[src/rtl/integ_adc_seq.sv]
module integ_adc_seq #(
  parameter int CYCLE     = 30000,
  parameter int INT_LONG  = 10000,
  parameter int INT_SHORT = 1000,
  parameter int DE1_LEN   = 8000,
  parameter int DE_LEN    = 2000,
  parameter int REST_LEN  = 1000,
  parameter int X10_LEN   = 1000,
  parameter int LATCH_LEN = 100,
  parameter int DIGITS    = 5,
  parameter int UR_DIGIT  = 3
) (
  input  logic                clk,
  input  logic                rst,
  input  logic                range_i,
  input  logic                comp_i,
  input  logic [1:0]          hold_mode_i,
  output logic [4:0]          phase_o,
  output logic                latch_n_o,
  output logic                cycle_done_o,
  output logic                disp_sign_o,
  output logic [4*DIGITS-1:0] disp_bcd_o,
  output logic                over_o,
  output logic                under_o
);
  localparam int PW   = $clog2(CYCLE);
  localparam int MW   = 4 * DIGITS;
  localparam int TAIL = DE1_LEN + 2 * DE_LEN + 3 * REST_LEN + 2 * X10_LEN;
  localparam logic [PW-1:0] ZI_LONG  = PW'(CYCLE - TAIL - INT_LONG);
  localparam logic [PW-1:0] ZI_SHORT = PW'(CYCLE - TAIL - INT_SHORT);
  localparam logic [PW-1:0] E_INT = PW'(CYCLE - TAIL);
  localparam logic [PW-1:0] E_D1  = PW'(CYCLE - TAIL + DE1_LEN);
  localparam logic [PW-1:0] E_R1  = PW'(CYCLE - TAIL + DE1_LEN + REST_LEN);
  localparam logic [PW-1:0] E_X1  = PW'(CYCLE - TAIL + DE1_LEN + REST_LEN + X10_LEN);
  localparam logic [PW-1:0] E_D2  = PW'(CYCLE - TAIL + DE1_LEN + REST_LEN + X10_LEN + DE_LEN);
  localparam logic [PW-1:0] E_R2  = PW'(CYCLE - TAIL + DE1_LEN + 2 * REST_LEN + X10_LEN + DE_LEN);
  localparam logic [PW-1:0] E_X2  = PW'(CYCLE - TAIL + DE1_LEN + 2 * REST_LEN + 2 * X10_LEN + DE_LEN);
  localparam logic [PW-1:0] E_D3  = PW'(CYCLE - REST_LEN);
  localparam logic [PW-1:0] LAST  = PW'(CYCLE - 1);
  localparam logic [PW-1:0] WIN   = PW'(CYCLE - LATCH_LEN);

  typedef enum logic [3:0] {S_ZI, S_INT, S_D1, S_R1, S_X1, S_D2, S_R2, S_X2, S_D3, S_R3} step_t;

  logic [PW-1:0] pos, zi_end;
  logic          rng_q, pol, neg, ovf;
  logic [MW-1:0] mag, mag_inc, mag_dec;
  step_t         step;
  logic          cnt_en, toward, wide, is_de;

  function automatic logic [MW-1:0] bcd_inc(input logic [MW-1:0] v, input logic k);
    logic [MW-1:0] r;
    logic c;
    r = v;
    c = 1'b1;
    for (int d = 0; d < DIGITS; d++) begin
      if (c && (d > 0 || !k)) begin
        if (r[4*d +: 4] == 4'd9 && d < DIGITS - 1) r[4*d +: 4] = 4'd0;
        else begin
          r[4*d +: 4] = r[4*d +: 4] + 4'd1;
          c = 1'b0;
        end
      end
    end
    return r;
  endfunction

  function automatic logic [MW-1:0] bcd_dec(input logic [MW-1:0] v);
    logic [MW-1:0] r;
    logic b;
    r = v;
    b = 1'b1;
    for (int d = 0; d < DIGITS; d++) begin
      if (b) begin
        if (r[4*d +: 4] == 4'd0) r[4*d +: 4] = 4'd9;
        else begin
          r[4*d +: 4] = r[4*d +: 4] - 4'd1;
          b = 1'b0;
        end
      end
    end
    return r;
  endfunction

  assign zi_end = rng_q ? ZI_SHORT : ZI_LONG;

  always_comb begin
    if      (pos < zi_end) step = S_ZI;
    else if (pos < E_INT)  step = S_INT;
    else if (pos < E_D1)   step = S_D1;
    else if (pos < E_R1)   step = S_R1;
    else if (pos < E_X1)   step = S_X1;
    else if (pos < E_D2)   step = S_D2;
    else if (pos < E_R2)   step = S_R2;
    else if (pos < E_X2)   step = S_X2;
    else if (pos < E_D3)   step = S_D3;
    else                   step = S_R3;
  end

  always_comb begin
    cnt_en = 1'b0;
    toward = 1'b1;
    wide   = 1'b0;
    unique case (step)
      S_D1:    begin cnt_en = (comp_i == pol); wide = 1'b1; end
      S_D2:    begin cnt_en = (comp_i != pol); toward = 1'b0; end
      S_D3:    cnt_en = (comp_i == pol);
      default: ;
    endcase
  end

  assign is_de   = (step == S_D1) || (step == S_D2) || (step == S_D3);
  assign mag_inc = bcd_inc(mag, wide);
  assign mag_dec = bcd_dec(mag);

  assign phase_o[0]   = (step == S_ZI);
  assign phase_o[1]   = (step == S_INT);
  assign phase_o[2]   = is_de;
  assign phase_o[3]   = (step == S_R1) || (step == S_R2) || (step == S_R3);
  assign phase_o[4]   = (step == S_X1) || (step == S_X2);
  assign latch_n_o    = (pos < WIN);
  assign cycle_done_o = (pos == LAST);

  always_ff @(posedge clk) begin
    if (rst) begin
      pos   <= '0;
      rng_q <= range_i;
    end else begin
      pos <= (pos == LAST) ? '0 : pos + 1'b1;
      if (pos == LAST) rng_q <= range_i;
    end
  end

  always_ff @(posedge clk) begin
    if (rst) begin
      pol <= 1'b0;
      neg <= 1'b0;
      ovf <= 1'b0;
      mag <= '0;
    end else if (pos == zi_end - 1'b1) begin
      neg <= 1'b0;
      ovf <= 1'b0;
      mag <= '0;
    end else begin
      if (pos == E_INT - 1'b1) pol <= comp_i;
      if (cnt_en && !ovf) begin
        if (mag == '0) begin
          neg <= toward ? pol : ~pol;
          mag <= mag_inc;
        end else if ((neg == pol) == toward) begin
          if (mag_inc[MW-1 -: 4] > 4'd1) ovf <= 1'b1;
          else mag <= mag_inc;
        end else begin
          mag <= mag_dec;
        end
      end
    end
  end

  always_ff @(posedge clk) begin
    if (rst) begin
      disp_sign_o <= 1'b0;
      disp_bcd_o  <= '0;
      over_o      <= 1'b0;
      under_o     <= 1'b0;
    end else if (pos == WIN - 1'b1) begin
      over_o  <= ovf;
      under_o <= !ovf && (mag[MW-1 : 4*UR_DIGIT] == '0);
      if (hold_mode_i != 2'd1) begin
        disp_sign_o <= neg;
        disp_bcd_o  <= mag;
      end
    end else if (hold_mode_i == 2'd2 && is_de) begin
      disp_sign_o <= neg;
      disp_bcd_o  <= mag;
    end
  end
endmodule


[config.mk]
export PLATFORM = sky130hd
export DESIGN_NAME = integ_adc_seq
export DESIGN_NICKNAME = d
export VERILOG_FILES = /design/src/rtl/integ_adc_seq.sv
export SDC_FILE = /design/constraint.sdc
export NUM_CORES = 1
export LEC_CHECK = 0
export BUFFER_PORTS_ARGS = -buffer_cell sky130_fd_sc_hd__buf_4
export CORE_MARGIN = 2
export CORE_UTILIZATION = 40
export CTS_CLUSTER_DIAMETER = 100
export CTS_CLUSTER_SIZE = 28
export DETAILED_ROUTE_END_ITERATION = 6
export MAX_ROUTING_LAYER = met4
export PLACE_DENSITY_LB_ADDON = 0.1
export SLEW_MARGIN = 20
export SYNTH_ARGS = -nofsm -noshare
export SYNTH_HDL_FRONTEND = slang
export SYNTH_SLANG_ARGS = --single-unit
[constraint.sdc]
create_clock -name clk -period 3.5 [get_ports clk]
set_clock_uncertainty 0.2 [all_clocks]
set_input_delay 0.175 -clock clk [delete_from_list [all_inputs] [get_ports clk]]
set_output_delay 0.175 -clock clk [all_outputs]
set_load 0.01 [all_outputs]
==> impl_metrics.py <==
metrics = {
    "yosys": {
        "ys_warn_count": 0,
        "yosys.area.top_type_share_pct": 29.6,
        "ys_seq_area_share_pct": 30.3,
        "synth.distinct_cells": 71,
        "ys_top_cells_by_area": "dfxtp_1, nor2_1, mux2i_1, nand2_1, a21oi_1",
        "yosysTopAreaCell": "dfxtp_1",
        "avgSynthCellArea_um2": 7.87,
        "ys_ff_latch": 62,
        "synth_ff_type": "dfxtp_1",
        "syn-instance-count": 525,
        "synth-edff-count": 1,
        "ys_async_sr_fraction_pct": 0,
        "syn_area_um2": 4130,
        "synthesis.nets": 541,
    },
    "cts": {
        "clk_path_buf_depth": 2,
        "root_buffer": "clkbuf_8",
        "clock_latency_ps": 340,
        "path_clk_slew_ps": 60,
        "cts_tree": "yes",
        "htreeDepth": 3,
        "clock_sinks": 62,
        "cts_made_buffers": 9,
    },
    "timing": {
        "worst_slew_pin_slew_ps": 861,
        "finalHoldViolations": 0,
        "fmax_mhz": 305,
        "setup_viol": 0,
        "period_share_pct": 93.8,
        "setup_ws_ps": 216,
        "fin_crit_ps": 3280,
        "max-slew-margin-rel_pct": 42.1,
        "drv_slew": 0,
    },
    "worst_setup_path": {
        "rr_startpoint": "rng_q$_DFFE_PP_",
        "critPathLaunchType": "flop",
        "worstPathArrival_ps": 3320,
        "path_class": "flop to flop",
        "reg2reg_slack_ps": 220,
        "r2r-end": "mag[17]$_SDFFE_PP0P_",
        "required_ps": 3540,
        "crit_path_end_kind": "flop",
        "ff2ff_path_depth": 11,
        "cp_max_fo": 9,
        "critPathLaunch": "rng_q$_DFFE_PP_",
    },
    "status": {
        "status": "finished clean",
    },
    "route": {
        "wl_mm": 10.9,
        "routed-via-count": 3913,
        "first_iter_violations": 220,
        "avgRoutedWirePerCell_um": 15.9,
        "vias_per_cell": 5.69,
        "drc": 0,
        "first_pass_iters": 5,
        "final_antenna_net_count": 0,
    },
    "hold_path": {
        "holdPathEnd": "over_o$_SDFFE_PP0P_",
        "min_path_cells": 2,
        "hp-start": "rst",
        "min_path_type": "primary input to flop",
    },
    "finish": {
        "final_cell_mix": "nor2_1, dfxtp_1, buf_4, nand2_1, mux2i_1",
        "fillers": 1035,
        "drive_above_1_share_pct": 16.1,
        "fin_cells": 688,
        "diodes": 0,
        "final_nets": 564,
        "design_area_um2": 4720,
        "final_common_cell": "nor2_1",
        "area_growth_pct": 14.2,
    },
    "die": {
        "die_y_um": 106,
        "start_util_pct": 40.6,
        "ioPinCount": 36,
        "fp.coreArea_um2": 10200,
        "die_area_um2": 11200,
        "die_x_um": 106,
        "rows": 37,
    },
    "power": {
        "p_leak_uw": 0.00176,
        "power.density_nw_per_um2": 327,
        "finalPower_uw": 1540,
        "ir_drop_v": 0.000153,
    },
    "placement": {
        "place.gp.congestion": 0.867,
        "place_area_um2": 4490,
        "placed_cells": 670,
        "port_buffers": 35,
        "dp_hpwl_mm": 7.87,
        "preCtsSetupSlack_ps": 236,
    },
    "global_route": {
        "antenna_found_initial": 0,
        "track_usage_pct": 20.9,
        "grt_max_degree": 29,
        "grt_pass1_wl_mm": 18.4,
        "grt_pass1_vias": 3541,
        "overflow": 0,
    },
    "flow_run": {
        "drv_cap": 0,
    },
}
==> registers in the layout, summed over array words and instances, names as in the netlist <==
register	flops
disp_bcd_o	20
disp_sign_o	1
mag	20
neg	1
over_o	1
ovf	1
pol	1
pos	15
rng_q	1
under_o	1
==> area by class of cell <==
| type | instances | area, µm² | share of cell area [%] |
|---|---|---|---|
| flip-flops and latches | 62 | 1250 | 26.5 |
| well taps | 136 | 170 | 3.61 |
| inverters | 19 | 71.3 | 1.51 |
| multi-input cells | 398 | 2600 | 55.1 |
| clock buffers | 15 | 186 | 3.95 |
| repair buffers | 58 | 440 | 9.34 |
==> cells in the mapped netlist (9+ instances only) <==
master,instances
clkbuf_1,21
buf_4,9
nor3_1,11
ha_1,10
o21ai_0,21
dfxtp_1,61
nor2_1,73
xnor2_1,12
a21oi_1,25
mux2i_1,26
inv_1,18
nand4_1,11
buf_2,15
nand3_1,22
nand2_1,45
xor2_1,10
==> worst max-delay path, stage by stage (launching register included) <==
cell and delay (ps):
edfxtp_1 410, inv_1 120, ha_1 290, and3_1 200
o211ai_1 130, a211oi_2 330, o21a_4 260, o211a_4 200
a2bb2o_4 270, a221oi_4 410, nand2_1 90, a32o_1 260
==> cells by family (layout without fill, tap and decap cells) <==
logic type               Yosys count  after routing  synth area share (%)
XOR/XNOR                          22             22                  4.67
buffers and inverters             65             92                  7.36
adder cells (fa/ha/maj)           10             10                  3.03
AND/OR/NAND/NOR                  208            208                  24.2
flip-flops                        62             62                  30.3
multiplexers                      26             26                  6.30
AO/OA/AOI/OAI                    132            132                  24.1
==> power by group <==
part	leakage (µW)	internal, µW	switching, µW
Sequential	0.000502	719	19.6
Clock	0.0000958	332	272
Combinational	0.00116	72.6	125
==> worst max path at each step <==
stage,depth (start not counted),endpoint,slack [ps]
finish,11,mag[17]$_SDFFE_PP0P_,220
global route,11,mag[17]$_SDFFE_PP0P_,-2
CTS,10,mag[17]$_SDFFE_PP0P_,210
detailed placement,10,mag[17]$_SDFFE_PP0P_,240
global placement,10,mag[17]$_SDFFE_PP0P_,330
floorplan,12,mag[17]$_SDFFE_PP0P_,470
==> repair_timing <==
item,in CTS,in global routing
hold endpoints to repair,2,0
endpoints found under the setup margin,0,7
resized for setup,0,2
buffers inserted,0,1
hold buffers,2,0
==> routing by layer <==
metal  global-route usage, %  part of all wire, %  vias up
li1                        -                    -     1960
met1                    30.9                   52     1818
met2                    29.2                   42      124
met3                    2.60                  4.8       11
met4                    6.86                  1.2        0
met5                       -                    0        -
==> stage by stage <==
stage	setup TNS [ps]	utilization, %	hold WS, ps
after floorplan	0	-	73.9
after CTS	0	46.1	8.68
after detailed placement	0	44.1	162
after global routing	-1.70	46.3	23.2
after global placement	0	44.1	164
final	0	46.3	21.1
Power figures use the tool's default switching activity.
